File: config.mk
export PLATFORM = sky130hd
export DESIGN_NAME = flp_sequencer
export DESIGN_NICKNAME = d
export VERILOG_FILES = /design/src/rtl/flp_pkg.sv /design/src/rtl/flp_button_filter.sv /design/src/rtl/flp_interval_timer.sv /design/src/rtl/flp_sequence_ctrl.sv /design/src/rtl/flp_sequencer.sv
export SDC_FILE = /design/constraint.sdc
export NUM_CORES = 1
export LEC_CHECK = 0
export BUFFER_PORTS_ARGS = -buffer_cell sky130_fd_sc_hd__buf_2
export CORE_UTILIZATION = 50
export CTS_CLUSTER_DIAMETER = 100
export DETAILED_ROUTE_END_ITERATION = 6
export HOLD_SLACK_MARGIN = 0.1
export PLACE_DENSITY = 0.69
export SYNTH_ARGS = -nofsm -noshare
export SYNTH_HDL_FRONTEND = slang
export SYNTH_SLANG_ARGS = --single-unit
File: constraint.sdc
create_clock -name clk -period 2.6 [get_ports clk]
set_input_delay 0.13 -clock clk [delete_from_list [all_inputs] [get_ports clk]]
set_output_delay 0.13 -clock clk [all_outputs]
set_load 0.005 [all_outputs]
File: src/rtl/flp_pkg.sv
package flp_pkg;

  typedef enum logic [2:0] {
    ST_IDLE,
    ST_CHARGE,
    ST_TRIG,
    ST_GAP,
    ST_FIRE,
    ST_REST
  } seqState_t;

  typedef enum logic [1:0] {
    IV_CHARGE,
    IV_PULSE,
    IV_GAP,
    IV_WAIT
  } interval_t;

  typedef struct packed {
    logic      load;
    interval_t sel;
  } timerCtrl_t;

endpackage

File: src/rtl/flp_button_filter.sv
module flp_button_filter #(
  parameter int SYNC_STAGES = 2,
  parameter int STABLE_CYC  = 40
) (
  input  logic clk,
  input  logic rst,
  input  logic btnRawN,
  output logic pressed
);
  localparam int CNT_W = (STABLE_CYC > 1) ? $clog2(STABLE_CYC + 1) : 1;

  logic syncOut;
  logic stableLvl;
  logic [CNT_W-1:0] cnt;

  generate
    if (SYNC_STAGES <= 1) begin : g_oneStage
      logic syncReg;
      always_ff @(posedge clk) begin
        if (rst) syncReg <= 1'b1;
        else     syncReg <= btnRawN;
      end
      assign syncOut = syncReg;
    end else begin : g_chain
      logic [SYNC_STAGES-1:0] syncReg;
      always_ff @(posedge clk) begin
        if (rst) syncReg <= '1;
        else     syncReg <= {syncReg[SYNC_STAGES-2:0], btnRawN};
      end
      assign syncOut = syncReg[SYNC_STAGES-1];
    end
  endgenerate

  always_ff @(posedge clk) begin
    if (rst) begin
      stableLvl <= 1'b1;
      cnt       <= '0;
    end else if (syncOut == stableLvl) begin
      cnt <= '0;
    end else if (cnt == CNT_W'(STABLE_CYC - 1)) begin
      stableLvl <= syncOut;
      cnt       <= '0;
    end else begin
      cnt <= cnt + CNT_W'(1);
    end
  end

  assign pressed = ~stableLvl;
endmodule

File: src/rtl/flp_interval_timer.sv
module flp_interval_timer
  import flp_pkg::*;
#(
  parameter int PRESCALE  = 12,
  parameter int CHARGE_US = 200_000,
  parameter int PULSE_US  = 9_000,
  parameter int GAP_US    = 160,
  parameter int WAIT_US   = 280_000
) (
  input  logic       clk,
  input  logic       rst,
  input  timerCtrl_t tctl,
  output logic       expired
);
  localparam int MAX_A  = (CHARGE_US > PULSE_US) ? CHARGE_US : PULSE_US;
  localparam int MAX_B  = (GAP_US > WAIT_US) ? GAP_US : WAIT_US;
  localparam int MAX_US = (MAX_A > MAX_B) ? MAX_A : MAX_B;
  localparam int US_W   = $clog2(MAX_US + 1);
  localparam int PRE_W  = (PRESCALE > 1) ? $clog2(PRESCALE) : 1;

  logic [PRE_W-1:0] preCnt;
  logic [US_W-1:0]  usLeft;
  logic [US_W-1:0]  dur;
  logic             usTick;

  always_comb begin
    unique case (tctl.sel)
      IV_CHARGE: dur = US_W'(CHARGE_US);
      IV_PULSE:  dur = US_W'(PULSE_US);
      IV_GAP:    dur = US_W'(GAP_US);
      default:   dur = US_W'(WAIT_US);
    endcase
  end

  assign usTick  = (preCnt == '0);
  assign expired = usTick && (usLeft == US_W'(1));

  always_ff @(posedge clk) begin
    if (rst) begin
      preCnt <= '0;
      usLeft <= '0;
    end else if (tctl.load) begin
      preCnt <= PRE_W'(PRESCALE - 1);
      usLeft <= dur;
    end else if (usTick) begin
      preCnt <= PRE_W'(PRESCALE - 1);
      if (usLeft != '0) usLeft <= usLeft - US_W'(1);
    end else begin
      preCnt <= preCnt - PRE_W'(1);
    end
  end
endmodule

File: src/rtl/flp_sequence_ctrl.sv
module flp_sequence_ctrl
  import flp_pkg::*;
(
  input  logic       clk,
  input  logic       rst,
  input  logic       pressed,
  input  logic       expired,
  output timerCtrl_t tctl,
  output logic       chargerEnN,
  output logic       triggerOut,
  output logic       fireOut,
  output logic       busy,
  output logic       cycleDone
);
  seqState_t state, nextState;

  always_comb begin
    nextState = state;
    tctl.load = 1'b0;
    tctl.sel  = IV_CHARGE;
    unique case (state)
      ST_IDLE: if (pressed) begin
        nextState = ST_CHARGE;
        tctl.load = 1'b1;
        tctl.sel  = IV_CHARGE;
      end
      ST_CHARGE: if (expired) begin
        nextState = ST_TRIG;
        tctl.load = 1'b1;
        tctl.sel  = IV_PULSE;
      end
      ST_TRIG: if (expired) begin
        nextState = ST_GAP;
        tctl.load = 1'b1;
        tctl.sel  = IV_GAP;
      end
      ST_GAP: if (expired) begin
        nextState = ST_FIRE;
        tctl.load = 1'b1;
        tctl.sel  = IV_PULSE;
      end
      ST_FIRE: if (expired) begin
        nextState = ST_REST;
        tctl.load = 1'b1;
        tctl.sel  = IV_WAIT;
      end
      default: if (expired) begin
        if (pressed) begin
          nextState = ST_CHARGE;
          tctl.load = 1'b1;
          tctl.sel  = IV_CHARGE;
        end else begin
          nextState = ST_IDLE;
        end
      end
    endcase
  end

  always_ff @(posedge clk) begin
    if (rst) state <= ST_IDLE;
    else     state <= nextState;
  end

  assign chargerEnN = (state != ST_CHARGE);
  assign triggerOut = (state == ST_TRIG);
  assign fireOut    = (state == ST_FIRE);
  assign busy       = (state != ST_IDLE);
  assign cycleDone  = (state == ST_REST) && expired;
endmodule

File: src/rtl/flp_sequencer.sv
module flp_sequencer
  import flp_pkg::*;
#(
  parameter int CLK_HZ      = 12_000_000,
  parameter int CHARGE_US   = 200_000,
  parameter int PULSE_US    = 9_000,
  parameter int GAP_US      = 160,
  parameter int WAIT_US     = 280_000,
  parameter int DEBOUNCE_US = 10_000
) (
  input  logic clk,
  input  logic rst,
  input  logic buttonN,
  output logic chargerEnN,
  output logic triggerOut,
  output logic fireOut,
  output logic busy,
  output logic cycleDone
);
  localparam int PRESCALE = CLK_HZ / 1_000_000;
  localparam int DEB_CYC  = DEBOUNCE_US * PRESCALE;

  logic       pressed;
  logic       expired;
  timerCtrl_t tctl;

  flp_button_filter #(
    .SYNC_STAGES(2),
    .STABLE_CYC (DEB_CYC)
  ) i_filter (
    .clk    (clk),
    .rst    (rst),
    .btnRawN(buttonN),
    .pressed(pressed)
  );

  flp_interval_timer #(
    .PRESCALE (PRESCALE),
    .CHARGE_US(CHARGE_US),
    .PULSE_US (PULSE_US),
    .GAP_US   (GAP_US),
    .WAIT_US  (WAIT_US)
  ) i_timer (
    .clk    (clk),
    .rst    (rst),
    .tctl   (tctl),
    .expired(expired)
  );

  flp_sequence_ctrl i_ctrl (
    .clk       (clk),
    .rst       (rst),
    .pressed   (pressed),
    .expired   (expired),
    .tctl      (tctl),
    .chargerEnN(chargerEnN),
    .triggerOut(triggerOut),
    .fireOut   (fireOut),
    .busy      (busy),
    .cycleDone (cycleDone)
  );
endmodule

==> out/metrics.cfg <==
[final_layout]
mostFrequentLayoutCells = 46 x dfxtp_1, 33 x nor2_1, 15 x nand2_1, 15 x a21oi_1, 14 x nand3_1
final_common_cell = dfxtp_1
diodes = 0
layout.nets = 310
final_layout_size_suffix_gt1_share_pct = 13.1
synthToLayoutAreaGrowth_pct = 12.1
fin_area_um2 = 2710
finish.utilization_pct = 60.2
fillers = 416

[die]
rows = 24
core_area_um2 = 4500
die_x_um = 71.6
fp.dieArea_um2 = 5120
io_pins = 8
initial_core_util_pct = 53.7
die_h_um = 71.6

[clock_tree]
cts_buffers = 5
clock-root-buffer = clkbuf_8
worstSkewPairLatency_ns = 0.30
htree_levels = 2
cts_tree = done
clkSlewWorstSetupHoldPaths_ns = 0.09
clockBufferDepth = 2
numClockSinks = 46

[setup_path]
end_kind = flop
slowest_delay_ns = 0.49
crit_type = reg -> reg
worst-endpoint-arrival_ns = 2.52
r2r_cells = 11
rrSetupSlack_ns = 0.23
crit_slowest_cell = o31ai_1
worstPathMaxFanout = 5
required_ns = 2.76
path_common_cell = inv_1
crit_path_start_kind = flop
crit_chain = inv_1 -> ha_2 -> nor3b_4 -> nand3b_1 -> nor4_2 -> buf_4 -> o21ai_1 -> inv_1 -> ha_1 -> o31ai_1 -> a31oi_1

[logic_synthesis]
async_reset_ff_share_pct = 0
syn_area_um2 = 2420
ys_types = 46
synth_edf_count = 0
synth_largest_area_cell = dfxtp_1
synth-seq-cells = 46
synthTopCellsByArea = dfxtp_1 38%, ha_1 5.2%, nor2_1 5.1%
avgSynthCellArea_um2 = 8.52
synthFlopType = dfxtp_1
synth_top_area_share_pct = 38.1
seq_area_frac_synth_pct = 38.1
ys_warn_count = 0
synth_fp_nets = 297
syn-instance-count = 284

[global_route]
top_usage_layer = met2
met2_usage_pct = 31.6
grt_usage_pct = 20.8
overflow = 0
grt_pass1_wl_mm = 8.51
grt_util_met3_pct = 4.50
antenna_found_initial = 0
grt_max_degree = 18
grt_pass1_vias = 1913
global_route.usage.met1_pct = 29.8

[power]
finalPower_w = 0.00292
p_leak_nw = 0.952
powerDensity_nw_per_um2 = 1080
peakVddDrop_mv = 0.765

[sta]
tns_ns = 0
relSlewSlack_pct = 59.6
rsz0062_at_grt = false
hold_violations = 0
clock.fmax_mhz = 423
hold_ws_ns = 0.175
worstMarginPinSlew_ns = 0.607
finalCriticalPeriod_ns = 2.37
worst_clock_skew_ns = 0.0112
finalSetupViolations = 0
finalCritPeriodShare_pct = 91.0
finalMaxSlewViolations = 0

[route]
vias = 2036
routed_wl_mm = 4.99
wire_per_inst_um = 14.3
dr.pass1.iters = 4
vias_per_cell = 5.82
drt_iter0_drc = 176
postRouteAntennaNets = 0
drc = 0

[worst_hold_path]
hp-class = in -> reg
whs_path_depth = 2

[status]
status = completed

[placement]
place_area_um2 = 2530
place_congestion = 0.879
port_buffers = 7
place_hpwl_mm = 3.53

[job]
maxCapViolations = 0

-- layout make-up --
class                           instances  area [um^2]  area share (%)
Inverter                               10         37.5            1.39
Multi-Input combinational cell        217         1460            53.9
Tap cell                               52         65.1            2.40
Clock buffer                            5         68.8            2.54
Clock inverter                          3         45.0            1.66
Sequential cell                        46          921            34.0
Timing Repair Buffer                   17          113            4.16
-- kinds of logic (layout without fill, tap and decap cells) --
| group | count (synthesis) | in the layout | share of synthesized area (%) |
|---|---|---|---|
| buffers and inverters | 21 | 35 | 3.67 |
| and+or+nand+nor | 128 | 128 | 29.7 |
| AOI/OAI and AO/OA | 53 | 53 | 13.8 |
| xor gates and xnor gates | 23 | 23 | 8.33 |
| DFF | 46 | 46 | 38.1 |
| adders and majority gates | 10 | 10 | 5.17 |
| muxes | 3 | 3 | 1.24 |
-- flip-flops by register name, summed over array words and instances (netlist names) --
| register | flops |
|---|---|
| i_filter.stableLvl | 1 |
| i_filter.cnt | 17 |
| i_timer.preCnt | 4 |
| i_timer.usLeft | 19 |
| i_filter.g_chain.syncReg | 2 |
| i_ctrl.state | 3 |
-- cells in the mapped netlist, types with 7 or more instances --
library cell / instances
a31oi_1: 8
inv_1: 10
or3_1: 11
ha_1: 10
dfxtp_1: 46
nand3_1: 14
nor4_1: 7
a21oi_1: 15
o21ai_0: 10
xor2_1: 11
clkbuf_1: 8
nor2_1: 33
xnor2_1: 12
nand2_1: 15
-- through the flow --
step,worst slack (ns),std cells
after floorplan,0.0580,284
after CTS,0.0516,350
final,0.234,350
after detailed placement,0.0692,341
after global routing,0.0595,350
after global placement,0.165,341
-- metal layers --
metal  wire (um)  vias to the layer above  share of wire, %
li1            -                     1055                 -
met3         239                        7               4.8
met2        2050                       42                41
met4          44                        0              0.88
met1        2660                      932                53
met5           0                        -                 0
-- repair_timing --
item,4_1_cts,5_1_grt
hold buffers,1,0
resized for setup,0,11
endpoints found under the hold margin,1,0
setup buffers,0,0
endpoints found under the setup margin,0,13
-- power by group --
part,switching (W),leakage (nW),internal [W],total (W)
clock network,0.000254,0.0504,0.000286,0.000540
registers,0.000163,0.374,0.000834,0.000996
logic,0.000809,0.528,0.000571,0.00138
total,0.00122,0.952,0.00169,0.00292
-- worst paths after layout --
| path | startpoint | end |
|---|---|---|
| max reg2reg | i_timer.preCnt[0] | i_timer.usLeft[14] |
| min reg2reg | i_filter.g_chain.syncReg[0] | i_filter.g_chain.syncReg[1] |
| max | i_timer.preCnt[0] | i_timer.usLeft[14] |
| min | rst | i_timer.preCnt[1] |
-- worst max-delay path, delay by kind of cell, from the launching register on --
| kind | cells | cell delay (ns) |
|---|---|---|
| DFF | 1 | 0.36 |
| and+or+nand+nor | 3 | 0.35 |
| buffers and inverters | 3 | 0.31 |
| adders and majority gates | 2 | 0.46 |
| AOI/OAI and AO/OA | 3 | 0.74 |
No activity file was read; power rests on OpenSTA's default activity.
